`config.mk`:
```
export PLATFORM = sky130hd
export DESIGN_NAME = nibble_ram_unit
export DESIGN_NICKNAME = d
export VERILOG_FILES = /design/src/rtl/nram_pkg.sv /design/src/rtl/nram_ptr.sv /design/src/rtl/nram_amap.sv /design/src/rtl/nram_store.sv /design/src/rtl/nibble_ram_unit.sv
export SDC_FILE = /design/constraint.sdc
export NUM_CORES = 1
export LEC_CHECK = 0
export BUFFER_PORTS_ARGS = -buffer_cell sky130_fd_sc_hd__buf_2
export CELL_PAD_IN_SITES_DETAIL_PLACEMENT = 2
export CELL_PAD_IN_SITES_GLOBAL_PLACEMENT = 2
export CORE_MARGIN = 4
export CORE_UTILIZATION = 46
export DETAILED_ROUTE_END_ITERATION = 16
export PLACE_DENSITY_LB_ADDON = 0.1
export SYNTH_ARGS = -nofsm -noshare
export SYNTH_HDL_FRONTEND = slang
export SYNTH_SLANG_ARGS = --single-unit
```
`constraint.sdc`:
```
create_clock -name clk -period 8.1 [get_ports clk]
set_clock_uncertainty 0.15 [all_clocks]
set_input_delay 0.81 -clock clk [delete_from_list [all_inputs] [get_ports clk]]
set_output_delay 0.81 -clock clk [all_outputs]
set_load 0.01 [all_outputs]
```
`src/rtl/nram_pkg.sv`:
```
package nram_pkg;
  typedef enum logic [3:0] {
    OP_NOP   = 4'd0,
    OP_READ  = 4'd1,
    OP_STORE = 4'd2,
    OP_SWAP  = 4'd3,
    OP_PORT  = 4'd4,
    OP_UP    = 4'd5,
    OP_DOWN  = 4'd6,
    OP_FLD   = 4'd7,
    OP_PTR   = 4'd8,
    OP_DRD   = 4'd9,
    OP_DSWAP = 4'd10
  } nram_op_e;
endpackage

```
`src/rtl/nram_ptr.sv`:
```
module nram_ptr
  import nram_pkg::*;
#(
  parameter int REG_W = 2,
  parameter int FLD_W = 4
) (
  input  logic                   clk,
  input  logic                   rst,
  input  nram_op_e               op,
  input  logic [FLD_W-1:0]       fld_load,
  input  logic [REG_W+FLD_W-1:0] ptr_load,
  output logic [REG_W+FLD_W-1:0] ptr_q,
  output logic                   skip_q
);
  logic [FLD_W-1:0] fld;
  assign fld = ptr_q[FLD_W-1:0];

  always_ff @(posedge clk) begin
    if (rst) begin
      ptr_q  <= '0;
      skip_q <= 1'b0;
    end else begin
      skip_q <= 1'b0;
      case (op)
        OP_UP: begin
          ptr_q[FLD_W-1:0] <= fld + 1'b1;
          skip_q           <= (fld == '1);
        end
        OP_DOWN: begin
          ptr_q[FLD_W-1:0] <= fld - 1'b1;
          skip_q           <= (fld == '0);
        end
        OP_FLD:  ptr_q[FLD_W-1:0] <= fld_load;
        OP_PTR:  ptr_q            <= ptr_load;
        default: ;
      endcase
    end
  end
endmodule

```
`src/rtl/nram_amap.sv`:
```
module nram_amap #(
  parameter int REG_W   = 2,
  parameter int SEL_W   = 3,
  parameter int DIR_PTR = 63
) (
  input  logic [REG_W+SEL_W:0]   ptr,
  input  logic                   direct,
  output logic [REG_W+SEL_W-1:0] phys
);
  localparam int FLD_W = SEL_W + 1;
  localparam int PW    = REG_W + FLD_W;
  localparam logic [PW-1:0] DIR_V = PW'(DIR_PTR);
  localparam logic [REG_W+SEL_W-1:0] DIR_PHYS = {DIR_V[PW-1:FLD_W], DIR_V[SEL_W-1:0]};

  always_comb begin
    if (direct) phys = DIR_PHYS;
    else        phys = {ptr[PW-1:FLD_W], ptr[SEL_W-1:0]};
  end
endmodule

```
`src/rtl/nram_store.sv`:
```
module nram_store #(
  parameter int DW = 4,
  parameter int AW = 5
) (
  input  logic          clk,
  input  logic          we,
  input  logic          re,
  input  logic [AW-1:0] addr,
  input  logic [DW-1:0] wdata,
  output logic [DW-1:0] rdata
);
  localparam int DEPTH = 1 << AW;
  logic [DW-1:0] mem [DEPTH];

  always_ff @(posedge clk) begin
    if (we) mem[addr] <= wdata;
    if (re) rdata <= mem[addr];
  end
endmodule

```
`src/rtl/nibble_ram_unit.sv`:
```
module nibble_ram_unit
  import nram_pkg::*;
#(
  parameter int DIG_W   = 4,
  parameter int REG_W   = 2,
  parameter int SEL_W   = 3,
  parameter int DIR_PTR = 63
) (
  input  logic                   clk,
  input  logic                   rst,
  input  logic [3:0]             op_i,
  input  logic [DIG_W-1:0]       acc_i,
  input  logic [REG_W+SEL_W:0]   imm_i,
  input  logic [2*DIG_W-1:0]     port_i,
  input  logic                   half_i,
  output logic [REG_W+SEL_W:0]   ptr_o,
  output logic                   skip_o,
  output logic [DIG_W-1:0]       rdata_o,
  output logic                   rvalid_o
);
  localparam int FLD_W = SEL_W + 1;
  localparam int AW    = REG_W + SEL_W;

  nram_op_e         op;
  logic             we, re, direct;
  logic [AW-1:0]    phys;
  logic [DIG_W-1:0] wdata, port_nib;
  logic [FLD_W-1:0] fld_load;

  assign op       = nram_op_e'(op_i);
  assign fld_load = FLD_W'(acc_i);
  assign port_nib = half_i ? port_i[2*DIG_W-1:DIG_W] : port_i[DIG_W-1:0];

  always_comb begin
    we = 1'b0; re = 1'b0; direct = 1'b0;
    case (op)
      OP_READ:  re = 1'b1;
      OP_STORE: we = 1'b1;
      OP_SWAP:  begin we = 1'b1; re = 1'b1; end
      OP_PORT:  we = 1'b1;
      OP_DRD:   begin re = 1'b1; direct = 1'b1; end
      OP_DSWAP: begin we = 1'b1; re = 1'b1; direct = 1'b1; end
      default: ;
    endcase
    wdata = (op == OP_PORT) ? port_nib : acc_i;
  end

  nram_ptr #(.REG_W(REG_W), .FLD_W(FLD_W)) u_ptr (
    .clk(clk), .rst(rst), .op(op), .fld_load(fld_load),
    .ptr_load(imm_i), .ptr_q(ptr_o), .skip_q(skip_o)
  );

  nram_amap #(.REG_W(REG_W), .SEL_W(SEL_W), .DIR_PTR(DIR_PTR)) u_amap (
    .ptr(ptr_o), .direct(direct), .phys(phys)
  );

  nram_store #(.DW(DIG_W), .AW(AW)) u_store (
    .clk(clk), .we(we), .re(re), .addr(phys), .wdata(wdata), .rdata(rdata_o)
  );

  always_ff @(posedge clk) begin
    if (rst) rvalid_o <= 1'b0;
    else     rvalid_o <= re;
  end
endmodule

```
==> results by group <==
Drt
  • Vias per cell: 6.25
  • Via count: 4,339
  • DRT antenna net count: 0
  • # DRC: 0
  • WL per Instance: 28.1 microns
  • DRT iter0 DRCs: 382
  • Final WL: 19,500 microns
  • First-pass DRT Iterations: 5

Place
  • RePlAce Congestion: 0.843
  • # port buffers: 36
  • Hpwl dp: 12,200 microns

Floorplanning
  • Num ports: 37
  • Die area: 15,400 sq um
  • Initial Util: 0.469
  • DIE HEIGHT: 124 microns
  • Die width: 124 microns
  • FP Rows: 42
  • Core area: 13,200 sq um

Clocking
  • H-tree Lvls: 4
  • Post_cts resized: 0
  • Post-CTS Setup Inserts: 0
  • Hold-fix buffers, CTS: 0
  • Num Clock Sinks: 140
  • Worst skew pair latency: 0.43 ns
  • CTS tree: built
  • Clock transition at path regs: 0.06 ns
  • CTS buffer count: 17
  • Longest Clk Path Bufs: 2
  • Clock root buffer: clkbuf_16

Synth
  • Mapped Cells: 471
  • Synth unique cells: 55
  • Mapped Area: 6210 sq um
  • Sequential fraction of the synthesis area: 0.664
  • Top cell type by total area after synthesis: edfxtp_1
  • Net Count, Synth: 497
  • Synth area leaders: edfxtp_1 64%, mux2i_1 3.4%, nor2_1 3.4%
  • EDFF count, synth: 132
  • Yosys top cell area share: 0.638
  • Ys Warns: 0
  • Synthesized area per cell: 13.2 sq um
  • Synthesis-stage register bit count: 140
  • Post-synth ARST share: 0
  • Top FF cell, synth: edfxtp_1

Setup path
  • CP Max Fanout: 63
  • CP endpoint kind: flip-flop
  • Crit path required time: 8.02 ns
  • Critical path arrival: 3.01 ns
  • Crit path launch type: flip-flop
  • Critical path class: flip-flop to flip-flop

Timing
  • FMAX: 0.324 GHz
  • Final period util: 0.381
  • Slew Limit Headroom: 0.183
  • Worst-Margin Slew: 1.22 ns
  • Slew Viols, Final: 0
  • Fin. Hold Viols: 0
  • RSZ-0062 raised after global routing: false
  • Fin Setup TNS: 0 ns
  • Min cycle time layout: 3.09 ns
  • Final setup viols: 0

Final layout
  • Nets: 531
  • Area Growth Syn to Fin: 16.1%
  • Layout cell share with drive strength beyond 1: 0.207
  • Leading cell types in the layout, fill and taps excluded: 132 x edfxtp_1, 56 x nor2_1, 36 x buf_2
  • Antenna cells: 0
  • Commonest non-fill, non-tap cell in the layout: edfxtp_1
  • Fillers: 1,232

Power
  • P_sw: 0.417 mW
  • Tot Pwr: 1.81 mW
  • Comb pwr share: 0.079
  • P_leak: 2.31 nW
  • PD cells: 251 nW/um^2
  • Pint: 1.39 mW
  • Power share of the clock group: 0.475
  • Sequential share of power: 0.446
  • Sw Ratio: 0.230
  • Maximum VDD drop: 0.138 mV

GRT
  • First-pass GRT wire length: 29,600 microns
  • Number of global-route vias before repair: 4,654
  • Largest net degree at the start of global routing: 64
  • Number of antenna violations at the first check in global routing: 0
  • GRT Total Usage: 0.259
  • Gr ovfl total: 0

Flow run
  • Max-Cap Viols: 0

Run status
  • Status: complete, no violations

Worst hold path
  • HP Class: flip-flop to flip-flop
## cell type report
class,instances,area [sq um],area share
flip-flops and latches,140,4130,0.572
multi-input cells,296,1960,0.271
clock buffers,18,429,0.0595
repair buffers,45,248,0.0343
well taps,176,220,0.0305
clock inverters,14,216,0.0300
inverters,5,18.8,0.00260
## logic make-up after synthesis
| kind of cell | Yosys count | synth area share |
|---|---|---|
| AOI/OAI and AO/OA | 115 | 0.125 |
| xor gates and xnor gates | 4 | 0.00866 |
| adders and majority gates | 1 | 0.00201 |
| buffers and inverters | 35 | 0.0238 |
| DFF | 140 | 0.664 |
| muxes | 37 | 0.0719 |
| and+or+nand+nor | 139 | 0.105 |
## registers in the layout (all words and copies together) (netlist names)
| signal | cells |
|---|---|
| u_ptr.skip_q | 1 |
| u_store.mem | 128 |
| rvalid_o | 1 |
| u_ptr.ptr_q | 6 |
| u_store.rdata | 4 |
## cell usage after synthesis (6+ instances only)
cell      number
edfxtp_1     132
nor2_1        56
o21ai_0       30
a21oi_1       26
mux2i_1       21
nand2_1       20
nand3_1       17
nor3_1        15
buf_2         13
clkbuf_1      13
mux2_2        11
nor2b_1        9
o22ai_1        9
dfxtp_1        8
a211oi_1       6
## per-stage QoR
stage | hold WS, ns | util | worst slack, ns | std cells | cell area (sq um)
after global placement | 0.414 | 0.496 | 4.90 | 662 | 6570
after floorplan | 0.420 | - | 4.87 | 471 | 6210
final | 0.446 | 0.545 | 5.01 | 694 | 7220
after detailed placement | 0.430 | 0.496 | 4.78 | 662 | 6570
after global routing | 0.472 | 0.545 | 4.94 | 694 | 7220
after CTS | 0.441 | 0.545 | 5.06 | 694 | 7220
## metal layers
metal  wire, microns  up-vias  GRT usage
met5               0        -          0
met3            1100       38     0.0490
met4             637        0      0.108
met2           10000      169      0.442
met1            7720     2231      0.325
li1                -     1901          -
## worst paths after layout
check | from | endpoint | slack, ns | cells past startpoint
hold reg to reg | u_ptr.ptr_q[3] | u_ptr.ptr_q[3] | 0.45 | 2
setup / recovery | u_ptr.ptr_q[1] | u_store.mem[29][0] | 5.01 | 4
hold / removal | u_ptr.ptr_q[3] | u_ptr.ptr_q[3] | 0.45 | 2
setup reg to reg | u_ptr.ptr_q[1] | u_store.mem[29][0] | 5.01 | 4
## power by group through the flow
stage	registers [mW]	logic, mW	clock network (mW)
after floorplan	0.824	0.0832	0
after global placement	0.822	0.135	0
after detailed placement	0.823	0.139	0
after CTS	0.807	0.143	0.868
after global routing	0.807	0.154	0.910
final	0.807	0.143	0.860
## worst max-delay path: stages, from the launching register on
cell and delay (ns):
dfxtp_2 0.31, buf_4 0.34, inv_1 0.59, nand3_1 0.65
a21oi_1 0.65
Note: power is estimated with default switching activity, not from simulation.
